## src/rtl/ifr_pkg.sv

```systemverilog
// Shared constants, types and slot-layout functions for the 2B+D framer.
// Assumes two bearer bytes and a 2-bit signalling field per frame.
package ifr_pkg;
    localparam int B_W        = 8;
    localparam int D_W        = 2;
    localparam int FRAME_BITS = 2 * B_W + D_W;
    localparam int LAST_SLOT  = FRAME_BITS - 1;
    localparam int CNT_W      = $clog2(FRAME_BITS);

    typedef logic [FRAME_BITS-1:0] slot_vec_t;

    typedef struct packed {
        logic oct;
        logic swap;
        logic inv;
    } cfg_t;

    typedef struct packed {
        logic [B_W-1:0] b1;
        logic [B_W-1:0] b2;
        logic [D_W-1:0] d;
    } payload_t;

    // Place a payload into slot order (index = slot number).
    function automatic slot_vec_t pack_slots(payload_t p, logic oct, logic swap);
        slot_vec_t      v;
        logic [B_W-1:0] first;
        logic [B_W-1:0] second;
        int             base2;
        int             dhi;
        first  = swap ? p.b2 : p.b1;
        second = swap ? p.b1 : p.b2;
        base2  = oct ? B_W : B_W + 1;
        dhi    = oct ? 2 * B_W : B_W;
        v      = '0;
        for (int i = 0; i < B_W; i++) begin
            v[i]         = first[B_W-1-i];
            v[base2 + i] = second[B_W-1-i];
        end
        v[dhi]       = p.d[1];
        v[LAST_SLOT] = p.d[0];
        return v;
    endfunction

    // Recover a payload from slot order.
    function automatic payload_t unpack_slots(slot_vec_t v, logic oct, logic swap);
        payload_t       p;
        logic [B_W-1:0] first;
        logic [B_W-1:0] second;
        int             base2;
        int             dhi;
        base2 = oct ? B_W : B_W + 1;
        dhi   = oct ? 2 * B_W : B_W;
        for (int i = 0; i < B_W; i++) begin
            first[B_W-1-i]  = v[i];
            second[B_W-1-i] = v[base2 + i];
        end
        p.b1 = swap ? second : first;
        p.b2 = swap ? first : second;
        p.d  = {v[dhi], v[LAST_SLOT]};
        return p;
    endfunction
endpackage

```

## src/rtl/ifr_seq.sv

```systemverilog
// Slot sequencer: starts a frame on frame sync, counts 18 slots and holds
// the controls captured at frame start. Assumes fsync is synchronous to clk.
module ifr_seq
    import ifr_pkg::*;
(
    input  logic             clk,
    input  logic             rst_n,
    input  logic             fsync_i,
    input  cfg_t             cfg_i,
    output logic             active_o,
    output logic [CNT_W-1:0] cnt_o,
    output cfg_t             cfg_o
);
    logic             active_q;
    logic [CNT_W-1:0] cnt_q;
    cfg_t             cfg_q;

    // Track the slot position and capture the controls at frame start.
    always_ff @(posedge clk) begin
        if (!rst_n) begin
            active_q <= 1'b0;
            cnt_q    <= '0;
            cfg_q    <= '0;
        end else if (fsync_i) begin
            active_q <= 1'b1;
            cnt_q    <= '0;
            cfg_q    <= cfg_i;
        end else if (active_q) begin
            if (cnt_q == CNT_W'(LAST_SLOT)) begin
                active_q <= 1'b0;
                cnt_q    <= '0;
            end else begin
                cnt_q <= cnt_q + 1'b1;
            end
        end
    end

    assign active_o = active_q;
    assign cnt_o    = cnt_q;
    assign cfg_o    = cfg_q;


    cnt_range_chk: assert property (@(posedge clk) disable iff (!rst_n)
        active_q |-> (cnt_q <= CNT_W'(LAST_SLOT)));

    frame_start_chk: assert property (@(posedge clk) disable iff (!rst_n)
        fsync_i |=> (active_q && cnt_q == '0));
endmodule

```

## src/rtl/ifr_tx.sv

```systemverilog
// Transmit path: captures the payload in slot order at frame start and
// drives one slot per clock. Assumes the sequencer's slot count.
module ifr_tx
    import ifr_pkg::*;
(
    input  logic             clk,
    input  logic             rst_n,
    input  logic             start_i,
    input  logic             active_i,
    input  logic [CNT_W-1:0] cnt_i,
    input  cfg_t             cfg_i,
    input  payload_t         payload_i,
    output logic             sdo_o,
    output logic             oe_o
);
    slot_vec_t vec_q;

    // Capture the laid-out, optionally inverted frame at frame start.
    always_ff @(posedge clk) begin
        if (!rst_n) begin
            vec_q <= '0;
        end else if (start_i) begin
            vec_q <= pack_slots(payload_i, cfg_i.oct, cfg_i.swap)
                     ^ {FRAME_BITS{cfg_i.inv}};
        end
    end

    // Drive the current slot while the frame is active.
    always_comb begin
        oe_o  = active_i;
        sdo_o = active_i ? vec_q[cnt_i] : 1'b0;
    end


    payload_hold_chk: assert property (@(posedge clk) disable iff (!rst_n)
        (active_i && !start_i) |=> $stable(vec_q));
endmodule

```

## src/rtl/ifr_rx.sv

```systemverilog
// Receive path: samples the line on the falling edge, assembles the slots
// and decodes them after the last slot. Assumes sequencer state is stable
// at the falling edge.
module ifr_rx
    import ifr_pkg::*;
(
    input  logic             clk,
    input  logic             rst_n,
    input  logic             active_i,
    input  logic [CNT_W-1:0] cnt_i,
    input  cfg_t             cfg_i,
    input  logic             sdi_i,
    output payload_t         payload_o,
    output logic             done_o
);
    logic             smp_vld_q;
    logic             smp_bit_q;
    logic [CNT_W-1:0] smp_idx_q;
    slot_vec_t        asm_q;
    slot_vec_t        asm_next;
    payload_t         out_q;
    logic             done_q;

    // Sample the line mid-slot and note which slot it belongs to.
    always_ff @(negedge clk) begin
        if (!rst_n) begin
            smp_vld_q <= 1'b0;
            smp_bit_q <= 1'b0;
            smp_idx_q <= '0;
        end else begin
            smp_vld_q <= active_i;
            smp_bit_q <= sdi_i ^ cfg_i.inv;
            smp_idx_q <= cnt_i;
        end
    end

    // Merge the newest sample into the assembled frame.
    always_comb begin
        asm_next            = asm_q;
        asm_next[smp_idx_q] = smp_bit_q;
    end

    // Store samples and publish the decoded frame after the last slot.
    always_ff @(posedge clk) begin
        if (!rst_n) begin
            asm_q  <= '0;
            out_q  <= '0;
            done_q <= 1'b0;
        end else begin
            done_q <= 1'b0;
            if (smp_vld_q) begin
                asm_q <= asm_next;
                if (smp_idx_q == CNT_W'(LAST_SLOT)) begin
                    out_q  <= unpack_slots(asm_next, cfg_i.oct, cfg_i.swap);
                    done_q <= 1'b1;
                end
            end
        end
    end

    assign payload_o = out_q;
    assign done_o    = done_q;


    done_pulse_chk: assert property (@(posedge clk) disable iff (!rst_n)
        done_q |=> !done_q);

    rx_hold_chk: assert property (@(posedge clk) disable iff (!rst_n)
        !done_q |-> $stable(out_q));
endmodule

```

## src/rtl/isdn_2bd_framer.sv

```systemverilog
// Top of the 2B+D serial framer: sequencer, transmit and receive paths.
// Assumes clk is the external data clock and fsync is aligned to it.
module isdn_2bd_framer
    import ifr_pkg::*;
(
    input  logic           clk,
    input  logic           rst_n,
    input  logic           fsync_i,
    input  logic           oct_mode_i,
    input  logic           bswap_i,
    input  logic           inv_i,
    input  logic [B_W-1:0] tx_b1_i,
    input  logic [B_W-1:0] tx_b2_i,
    input  logic [D_W-1:0] tx_d_i,
    input  logic           sdi_i,
    output logic           sdo_o,
    output logic           sdo_oe_o,
    output logic [B_W-1:0] rx_b1_o,
    output logic [B_W-1:0] rx_b2_o,
    output logic [D_W-1:0] rx_d_o,
    output logic           rx_done_o
);
    cfg_t             cfg_live;
    cfg_t             cfg_frame;
    payload_t         tx_pl;
    payload_t         rx_pl;
    logic             active;
    logic [CNT_W-1:0] cnt;

    // Gather the control and payload inputs into packed form.
    always_comb begin
        cfg_live.oct  = oct_mode_i;
        cfg_live.swap = bswap_i;
        cfg_live.inv  = inv_i;
        tx_pl.b1      = tx_b1_i;
        tx_pl.b2      = tx_b2_i;
        tx_pl.d       = tx_d_i;
    end

    ifr_seq u_seq (
        .clk      (clk),
        .rst_n    (rst_n),
        .fsync_i  (fsync_i),
        .cfg_i    (cfg_live),
        .active_o (active),
        .cnt_o    (cnt),
        .cfg_o    (cfg_frame)
    );

    ifr_tx u_tx (
        .clk       (clk),
        .rst_n     (rst_n),
        .start_i   (fsync_i),
        .active_i  (active),
        .cnt_i     (cnt),
        .cfg_i     (cfg_live),
        .payload_i (tx_pl),
        .sdo_o     (sdo_o),
        .oe_o      (sdo_oe_o)
    );

    ifr_rx u_rx (
        .clk       (clk),
        .rst_n     (rst_n),
        .active_i  (active),
        .cnt_i     (cnt),
        .cfg_i     (cfg_frame),
        .sdi_i     (sdi_i),
        .payload_o (rx_pl),
        .done_o    (rx_done_o)
    );

    assign rx_b1_o = rx_pl.b1;
    assign rx_b2_o = rx_pl.b2;
    assign rx_d_o  = rx_pl.d;


    oe_rise_chk: assert property (@(posedge clk) disable iff (!rst_n)
        $rose(sdo_oe_o) |-> $past(fsync_i));

    done_after_frame_chk: assert property (@(posedge clk) disable iff (!rst_n)
        rx_done_o |-> $past(sdo_oe_o));
endmodule

```

## config.mk

```make
export PLATFORM = sky130hd
export DESIGN_NAME = isdn_2bd_framer
export DESIGN_NICKNAME = d
export VERILOG_FILES = /design/src/rtl/ifr_pkg.sv /design/src/rtl/ifr_seq.sv /design/src/rtl/ifr_tx.sv /design/src/rtl/ifr_rx.sv /design/src/rtl/isdn_2bd_framer.sv
export SDC_FILE = /design/constraint.sdc
export NUM_CORES = 1
export LEC_CHECK = 0
export BUFFER_PORTS_ARGS = -buffer_cell sky130_fd_sc_hd__buf_2
export CORE_ASPECT_RATIO = 1.75
export CORE_MARGIN = 2
export CORE_UTILIZATION = 49
export DETAILED_ROUTE_END_ITERATION = 10
export PLACE_DENSITY = 0.69
export SETUP_SLACK_MARGIN = 0.02
export SYNTH_ARGS = -nofsm -noshare
export SYNTH_HDL_FRONTEND = slang
export SYNTH_SLANG_ARGS = --single-unit
```

## constraint.sdc

```tcl
create_clock -name clk -period 2.1 [get_ports clk]
set_clock_uncertainty 0.05 [all_clocks]
set_input_delay 0.42 -clock clk [delete_from_list [all_inputs] [get_ports clk]]
set_output_delay 0.42 -clock clk [all_outputs]
set_load 0.01 [all_outputs]
```

**Yosys cells after proc, flatten, opt, wreduce, memory -nomap -nowiden**

Index checks and enable logic that the tools add are counted.

- Bits in registers: 71
- Input port bits: 25
- Output and inout port bits: 21

- Add/sub/neg operators: 15
- Order comparisons: 30
- Equal/unequal tests: 2
- Muxes and demuxes: 73
- Bitwise gates (word level): 3
- Reduce and logical (&&, ||, !) cells: 13

Operator list:

| cell | number |
|---|---|
| less-than comparator 32 x 7 -> 1 bit, second input constant | 18 |
| greater-or-equal comparator 32 x 1 -> 1 bit, second input constant | 9 |
| adder 32 x 4 -> 32 bit, second input constant | 8 |
| bitwise mux 18 bit | 10 |
| adder 32 x 3 -> 32 bit, second input constant | 4 |
| adder 32 x 2 -> 32 bit, second input constant | 2 |
| binary-select mux 1 bit (select 5 bit) | 10 |
| demux 1 bit (select 5 bit) | 10 |
| 2-to-1 mux 1 bit | 36 |
| 2-to-1 mux 8 bit | 4 |
| bitwise XOR 18 bit | 1 |
| 2-to-1 mux 5 bit | 3 |
| less-than comparator 5 x 6 -> 1 bit, second input constant | 2 |
| == test 5 bit, second input constant | 2 |
| logical AND 1 bit | 10 |
| adder 5 x 1 -> 5 bit, second input constant | 1 |
| greater-or-equal comparator 5 x 1 -> 1 bit, second input constant | 1 |
| AND reduction 2 bit | 2 |
| OR reduction 2 bit | 1 |
| NOT 1 bit | 1 |
| bitwise XOR 1 bit | 1 |

**Longest topological paths before layout**

Gate-level depths: netlist of the first run.

- Word-level depth: 15
- Mapped depth: 7
- Gate-level depth less buffers: 5

**By module**

Synthesis of the first run repeated with hierarchy kept, for this count alone.

- Cell total of the unflattened synthesis: 401
- Area, all modules: 3876.2 um^2

Modules (own cells, without submodules):

| module | times used | cells an instance | area an instance (um^2) | sequential area each (um^2) |
|---|---|---|---|---|
| ifr_rx | 1 | 245 | 2170.8 | 860.8 |
| ifr_tx | 1 | 115 | 1278.7 | 360.3 |
| ifr_seq | 1 | 41 | 426.7 | 180.2 |

==> results of run 1 <==
==> placed cells by master (no fill, tap or decap), types with 12 or more instances in the layout <==
cell | Yosys | final
clkbuf_16 | 0 | 13
buf_6 | 1 | 16
xnor2_1 | 19 | 19
o21ai_0 | 40 | 19
o21ai_1 | 0 | 17
buf_2 | 14 | 45
a31oi_1 | 16 | 16
dfxtp_1 | 70 | 61
nor2_1 | 43 | 39
nand2_1 | 28 | 27
nor3_1 | 25 | 16
a21oi_1 | 30 | 22
inv_1 | 6 | 12
buf_4 | 5 | 37
mux2i_1 | 39 | 39
==> where the power goes <==
part	total, mW	internal [mW]	switching, mW
registers	1.41	1.37	0.0318
logic	0.416	0.191	0.225
clock network	1.62	1.01	0.610
total	3.44	2.57	0.867
==> sequential cells by signal (all words and copies together) (netlist names) <==
signal and count:
u_rx.smp_vld_q 1, u_rx.smp_bit_q 1, u_rx.asm_q 17, u_rx.done_o 1, u_rx.payload_o 18, u_rx.smp_idx_q 5, u_seq.active_o 1, u_seq.cnt_o 5
u_seq.cfg_o 3, u_tx.vec_q 18
==> logic make-up (layout without fill, tap and decap cells) <==
| group | Yosys count | after routing | synth area share |
|---|---|---|---|
| simple gates | 159 | 159 | 0.2119 |
| compound gates | 127 | 127 | 0.1994 |
| flops | 70 | 70 | 0.3574 |
| buf+inv | 50 | 137 | 0.05903 |
| mux | 43 | 43 | 0.1168 |
| xor+xnor | 22 | 22 | 0.04914 |
| fa+ha+maj | 2 | 2 | 0.006381 |
==> worst paths after layout <==
kind                     start                  to  slack (ps)  cells after the start
min                  tx_d_i[0]      u_tx.vec_q[17]         330                      3
max          u_rx.smp_idx_q[2]  u_rx.payload_o[14]        -660                      6
max reg2reg  u_rx.smp_idx_q[2]  u_rx.payload_o[14]        -660                      6
min reg2reg      u_rx.asm_q[6]       u_rx.asm_q[6]         430                      2
==> area by class of cell <==
type	count	area [µm²]
Sequential cell	70	1423
Tap cell	90	112.6
Clock buffer	12	257.7
Clock inverter	11	75.07
Multi-Input combinational cell	353	2758
Fill cell	568	2313
Inverter	6	22.52
Timing Repair Buffer	108	893.4
==> layer usage <==
| metal | vias to the layer above | GRT usage | part of all wire |
|---|---|---|---|
| met5 | - | 0 | 0 |
| met1 | 1884 | 0.2572 | 0.35 |
| met2 | 139 | 0.4936 | 0.56 |
| li1 | 1886 | - | - |
| met4 | 0 | 0.1450 | 0.047 |
| met3 | 46 | 0.05747 | 0.044 |
==> worst register-to-register path, cell delays in order (launching register included) <==
cell and delay, ps:
dfxtp_2 330, buf_4 150, nor3b_4 190, buf_6 170, a21oi_1 130, o41ai_1 360, a31oi_1 150
==> timing repair <==
item / 4_1_cts / 5_1_grt
setup buffers: 6 / 10
gates cloned: 0 / 3
setup endpoints to repair: 37 / 37
resized for setup: 76 / 57
pin swaps: 24 / 15
==> stage by stage <==
step                setup slack (ps)  hold WS [ps]  cells
finish                        -661.6         334.0    650
global route                  -767.0         357.5    650
CTS                           -528.6         330.3    637
detailed placement            -769.1         421.6    609
global placement              -660.0         414.2    609
floorplan                     -405.2         398.2    473
==> impl_metrics.tcl, run 1 <==
set metrics [dict create \
    yosys.cell_types.count 45 \
    fin_nets 582 \
    netlist_instances 473 \
    cp-start-kind "flop" \
    gr-total-overflow 0 \
    yosys-top-cells-count "dfxtp_1 (70), nor2_1 (43), o21ai_0 (40)" \
    wl_per_cell_um 18.83 \
    start_util 0.4992 \
    report.final.hold_viol_count 0 \
    dr.pass1.iters 5 \
    synth_fp_nets 500 \
    synth-edff-count 0 \
    total_power_mw 3.439 \
    hold_buffers 0 \
    cts_max_path_buffers 2 \
    rows 43 \
    track_usage 0.2620 \
    maxCapViolations 0 \
    synthMostInstantiatedCell "dfxtp_1" \
    ys_seq_area_frac 0.3574 \
    setup.worst_path.end_class "flop" \
    drtIter0Drc 383 \
    antenna_found_initial 0 \
    setup_ws_ps -661.6 \
    netlist_area_um2 3921 \
    powerDensity_nw_per_um2 620.6 \
    slew_headroom 0.5621 \
    path_buf_inv 2 \
    layout-drive-gt1-share 0.3804 \
    synth_top_area_cell "dfxtp_1" \
    grt_max_degree 34 \
    status "finished with violations" \
    grt_pass1_wl_um 17600 \
    place_hpwl_um 7778 \
    clk_pin_slew_ps 50 \
    cpMaxStageDelayCell "o41ai_1" \
    async_flop_share 0 \
    die_area_um2 8763 \
    crit_family "compound AO/OA/AOI/OAI gates" \
    gp_congestion 0.8901 \
    ys.flop_type "dfxtp_1" \
    crit_chain "buf_4 -> nor3b_4 -> buf_6 -> a21oi_1 -> o41ai_1 -> a31oi_1" \
    numClockSinks 70 \
    placed_cell_area_um2 4506 \
    syn2layout_area_growth_pct 41.32 \
    cp.required_ps 2250 \
    grt_pass1_vias 3726 \
    cts_buffers 9 \
    ys_warn_count 0 \
    core_region_area_um2 7855 \
    violations "negative setup slack" \
    ys_ff_latch 70 \
    path_max_fanout 8 \
    finalInstanceArea_um2 5542 \
    antenna_left 0 \
    viasPerCell 6.085 \
    diodes 0 \
    ioPinCount 46 \
    syn_avg_cell_area_um2 8.290 \
    synth.top_cell.area_share 0.3574 \
    ir_drop_mv 0.4522 \
    setup_tns_ps -18070 \
    cts_root_buffer "clkbuf_16" \
    vias 3955 \
    slew_viol_final 0 \
    worstMarginPinSlew_ps 656.9 \
    post-route-util 0.7055 \
    portBuffers 45 \
    ys_top_cells_by_area "dfxtp_1 (36%), mux2i_1 (10%), o21ai_0 (5.1%)" \
    max_stage_delay_ps 360 \
    crit_type "reg -> reg" \
    p_leak_nw 2.289 \
    clock_latency_ps 400 \
    die_w_um 71.63 \
    drt_wl_total_um 12240 \
    die_h_um 122.3 \
    hold_class "in -> reg" \
    drcViolationCount 0 \
    arrival_ps 2910 \
    setup_viol 37 \
    rsz0062_at_grt "yes" \
    htree_levels 3 \
    cts_tree "built" \
]
Power figures use the tool's default switching activity.
==> run 2, diff against run 1 <==
Settings changed: PLACE_DENSITY 0.69 to 0.79.
==> run 2 against run 1 <==
The run still ends with negative setup slack left. Via count rose by 8.1%. Final area rose by 0.56%. Register-to-register slack got worse by 50 ps. Global-route usage rose by 1.6 points. Die area did not move. Clock power fell by 6%. Worst setup slack got worse by 52 ps. Sequential share of layout area fell by 0.12 points. Highest routed layer unchanged. Sequential power barely moved. Critical endpoint is now u_rx.payload_o[6].
==> impl_metrics.tcl, run 2 (synthesis gave the netlist of run 1 again) <==
set metrics [dict create \
    track_usage 0.2778 \
    start_util 0.4992 \
    placed_cell_area_um2 4511 \
    path_max_fanout 10 \
    diodes 0 \
    hold_buffers 0 \
    cp-startpoint "u_rx.smp_idx_q[3]" \
    dp_slack_ps -728.4 \
    cts_max_path_buffers 2 \
    die_h_um 122.3 \
    cts_root_buffer "clkbuf_16" \
    layout-drive-gt1-share 0.4000 \
    die_area_um2 8763 \
    dr.pass1.iters 7 \
    portBuffers 45 \
    drcViolationCount 0 \
    final_common_cell "dfxtp_1" \
    finalInstanceArea_um2 5573 \
    slew_headroom 0.5231 \
    numClockSinks 70 \
    grt_pass1_wl_um 18590 \
    p_leak_nw 2.298 \
    cp.required_ps 2310 \
    ir_drop_mv 0.4543 \
    antenna_found_initial 0 \
    drt_wl_total_um 13990 \
    violations "negative setup slack" \
    report.final.hold_viol_count 0 \
    gr-total-overflow 0 \
    crit_end "u_rx.payload_o[6]" \
    place_hpwl_um 7770 \
    antenna_left 0 \
    cts_tree "built" \
    die_w_um 71.63 \
    fin_nets 587 \
    hold_class "in -> reg" \
    slew_viol_final 0 \
    mostFrequentLayoutCells "dfxtp_1 (62), buf_2 (45), buf_4 (44)" \
    r2r_cells 6 \
    clk_pin_slew_ps 60 \
    arrival_ps 3020 \
    reg2reg_from "u_rx.smp_idx_q[3]" \
    nFillCells 525 \
    maxCapViolations 0 \
    cts_buffers 9 \
    hold-path-cell-count 3 \
    drtIter0Drc 562 \
    setup.worst_path.end_class "flop" \
    viasPerCell 6.525 \
    core_region_area_um2 7855 \
    grt_max_degree 34 \
    cp-start-kind "flop" \
    syn2layout_area_growth_pct 42.12 \
    status "finished with violations" \
    worstMarginPinSlew_ps 715.3 \
    rows 43 \
    crit_type "reg -> reg" \
    setup_viol 37 \
    htree_levels 3 \
    gp_congestion 0.9479 \
    powerDensity_nw_per_um2 601.4 \
    rsz0062_at_grt "yes" \
    post-route-util 0.7095 \
    vias 4274 \
    setup_tns_ps -19200 \
    clock_latency_ps 400 \
    wl_per_cell_um 21.36 \
    grt_pass1_vias 3842 \
    setup_ws_ps -713.5 \
    r2r_slack_ps -710 \
    ioPinCount 46 \
    rr_endpoint "u_rx.payload_o[6]" \
]
-- run 2: changes by cell type in the layout (fill, tap and decap cells not counted), moves of 3 or more --
cell     previous run  this run
o41ai_1             7         3
o41ai_2             9        13
a21oi_2             8        13
a21oi_1            22        17
nor3_2              1         4
buf_4              37        44
-- run 2: power breakdown --
group          switching, mW  leakage (nW)  internal (mW)
clock                  0.602         0.174          0.920
sequential            0.0325         0.576           1.37
combinational          0.233          1.55          0.191
-- run 2: how the worst min path moves through the flow --
stage	startpoint	endpoint	slack, ps
final	tx_d_i[0]	u_tx.vec_q[17]	340
after global routing	tx_d_i[0]	u_tx.vec_q[17]	350
after CTS	tx_d_i[0]	u_tx.vec_q[17]	340
after detailed placement	u_rx.payload_o[0]	u_rx.payload_o[0]	410
after global placement	u_rx.payload_o[0]	u_rx.payload_o[0]	410
after floorplan	u_rx.asm_q[8]	u_rx.asm_q[8]	400
-- run 2: critical path: stages, from the launching register on --
cell     delay [ps]
dfxtp_4         370
buf_4           150
nor3_4          270
buf_6           190
and3_4          220
o21ai_0         130
a31oi_1         240
-- run 2: repair_timing --
item                                    4_1_cts  5_1_grt
setup buffers                                 4       12
pin swaps                                    17       19
resized for setup                            71       72
gates cloned                                  1        3
endpoints found under the setup margin       37       37
-- run 2: layer usage --
metal  GRT usage  vias up  wire [µm]
met5           0        -          0
met4      0.2170        0        998
met3     0.04516       81       1111
met2      0.4826      268       7257
met1      0.2911     2023       4624
li1            -     1902          -
-- run 2: cell type report --
| type | count | area, µm² | area share |
|---|---|---|---|
| multi-input cells | 353 | 2783 | 0.4993 |
| flip-flops and latches | 70 | 1424 | 0.2555 |
| repair buffers | 113 | 922.1 | 0.1655 |
| clock buffers | 15 | 279.0 | 0.05007 |
| well taps | 90 | 112.6 | 0.02021 |
| clock inverters | 8 | 30.03 | 0.005388 |
| inverters | 6 | 22.52 | 0.004041 |
-- run 2: through the flow --
| step | power [mW] | cells | hold slack (ps) |
|---|---|---|---|
| after global placement | 1.819 | 613 | 407.3 |
| after global routing | 3.451 | 655 | 348.4 |
| final | 3.352 | 655 | 338.4 |
| after CTS | 3.316 | 640 | 341.4 |
| after detailed placement | 1.834 | 613 | 414.6 |
| after floorplan | 1.719 | 473 | 398.2 |
==> run 3, diff against run 2 <==
Settings changed: CORE_ASPECT_RATIO 1.75 to 0.75.
==> run 3 against run 2 <==
Total power fell by 7.5%. Via count is 9.2% higher. Combinational power rose by 4%. Final cell count up 4.3%. Worst hold slack worse by 24 ps. Global-route usage is 0.15 points higher. The flow finishes with violations (design-rule violations, negative setup slack). Count of clock-buffer cells in the layout fell by 4. Final area is 1.6% higher. Core utilization up 1.6 points. Critical endpoint is now u_rx.payload_o[7]. Sequential share of layout area shrank 0.41 points.
==> impl_metrics.tcl, run 3 (synthesis gave the netlist of run 1 again) <==
set metrics [dict create \
    setup_viol 37 \
    hold-path-cell-count 3 \
    drtIter0Drc 579 \
    arrival_ps 3170 \
    clock_power_share 0.403 \
    die_area_um2 8741 \
    setup_ws_ps -797.3 \
    cp.required_ps 2370 \
    cp-start-kind "flop" \
    hold_class "in -> reg" \
    hold_buffers 0 \
    slew_viol_final 0 \
    fin_nets 600 \
    gr-total-overflow 0 \
    viasPerCell 6.835 \
    ioPinCount 46 \
    rows 28 \
    worstMarginPinSlew_ps 600.4 \
    cts_max_path_buffers 2 \
    r2r_slack_ps -800 \
    rsz0062_at_grt "yes" \
    seqPwrFrac 0.455 \
    track_usage 0.2793 \
    mostFrequentLayoutCells "dfxtp_1 (62), buf_4 (53), buf_2 (45)" \
    core_region_area_um2 7812 \
    antenna_left 0 \
    place_hpwl_um 7222 \
    status "finished with violations" \
    crit_type "reg -> reg" \
    numClockSinks 70 \
    whs_endpoint "u_tx.vec_q[17]" \
    vias 4668 \
    cts_tree "built" \
    nFillCells 472 \
    p_int_mw 2.128 \
    dr.pass1.iters 10 \
    die_w_um 107.3 \
    comb_power_share 0.142 \
    start_util 0.5019 \
    report.final.hold_viol_count 0 \
    die_h_um 81.47 \
    antenna_found_initial 0 \
    cts_buffers 9 \
    dp_slack_ps -652.7 \
    total_power_mw 3.099 \
    wl_per_cell_um 22.95 \
    rr_endpoint "u_rx.payload_o[7]" \
    diodes 0 \
    grt_pass1_wl_um 19000 \
    syn2layout_area_growth_pct 44.45 \
    grt_pass1_vias 3862 \
    slew_headroom 0.5993 \
    violations "design-rule violations, negative setup slack" \
    ir_drop_mv 0.3129 \
    final_common_cell "dfxtp_1" \
    layout-drive-gt1-share 0.4394 \
    p_sw_mw 0.9714 \
    p_leak_nw 2.334 \
    swShare 0.3134 \
    drcViolationCount 1 \
    path_max_fanout 7 \
    clk_pin_slew_ps 90 \
    powerDensity_nw_per_um2 547.2 \
    htree_levels 3 \
    gp_congestion 0.8915 \
    fin_cells 683 \
    portBuffers 45 \
    hp-start "tx_d_i[0]" \
    setup.worst_path.end_class "flop" \
    clock_latency_ps 440 \
    grt_max_degree 33 \
    maxCapViolations 0 \
    cts_root_buffer "clkbuf_8" \
    dp_cells 628 \
    r2r_cells 6 \
    reg2reg_from "u_rx.smp_idx_q[2]" \
    drt_wl_total_um 15670 \
]
run 3: changes by cell type in the layout (fill, tap and decap cells not counted), sizes merged:
cell,before,now
clkinv,1,2
clkbuf,18,13
clkinvlp,0,1
buf,110,124
inv,13,15
run 3: area by class of cell:
type / instances / area, µm² / area share
multi-input cells: 353 / 2830 / 0.4997
flip-flops and latches: 70 / 1424 / 0.2514
repair buffers: 126 / 1022 / 0.1805
clock buffers: 11 / 162.7 / 0.02872
well taps: 105 / 131.4 / 0.02319
clock inverters: 12 / 71.32 / 0.01259
inverters: 6 / 22.52 / 0.003976
run 3: power groups by stage:
stage	registers, mW	logic [mW]	clock network (mW)
after floorplan	1.43	0.269	0.0236
after global placement	1.43	0.356	0.0236
after detailed placement	1.44	0.368	0.0236
after CTS	1.40	0.390	1.20
after global routing	1.41	0.468	1.29
final	1.41	0.440	1.25
run 3: metrics by stage:
step / area (µm²) / setup TNS (ps) / hold slack (ps) / util
after CTS: 5184 / -14800 / 304.6 / 0.6635
after global placement: 4517 / -14320 / 414.1 / 0.5782
after floorplan: 4045 / -9621 / 398.2 / -
final: 5664 / -21220 / 314.6 / 0.7250
after global routing: 5664 / -22330 / 355.5 / 0.7250
after detailed placement: 4517 / -16100 / 411.7 / 0.5782
run 3: repair_timing:
item,in CTS,in global routing
pin swaps,34,31
endpoints found under the setup margin,37,37
gates resized for setup,83,75
buffers inserted,16,16
gates cloned,0,2
run 3: critical path, cell delays in order, from the launching register on:
cell     delay [ps]
dfxtp_2         350
buf_12          140
or3b_4          380
buf_8           170
nor3_4          290
o41ai_2         160
a31oi_1         170
run 3: worst max-delay path by stage:
stage                                 start                 end  cells after the start
after floorplan           u_rx.smp_idx_q[4]  u_rx.payload_o[16]                      6
after global placement    u_rx.smp_idx_q[2]  u_rx.payload_o[10]                      5
after detailed placement  u_rx.smp_idx_q[3]  u_rx.payload_o[10]                      4
after CTS                 u_rx.smp_idx_q[2]  u_rx.payload_o[15]                      6
after global routing      u_rx.smp_idx_q[2]   u_rx.payload_o[7]                      6
final                     u_rx.smp_idx_q[2]   u_rx.payload_o[7]                      6
run 3: routing by layer:
layer	track usage	vias up	routed length [µm]
met1	0.3476	2186	5672
met3	0.06746	149	1719
met4	0.1143	0	1229
li1	-	1913	-
met5	0	-	0
met2	0.4703	420	7052
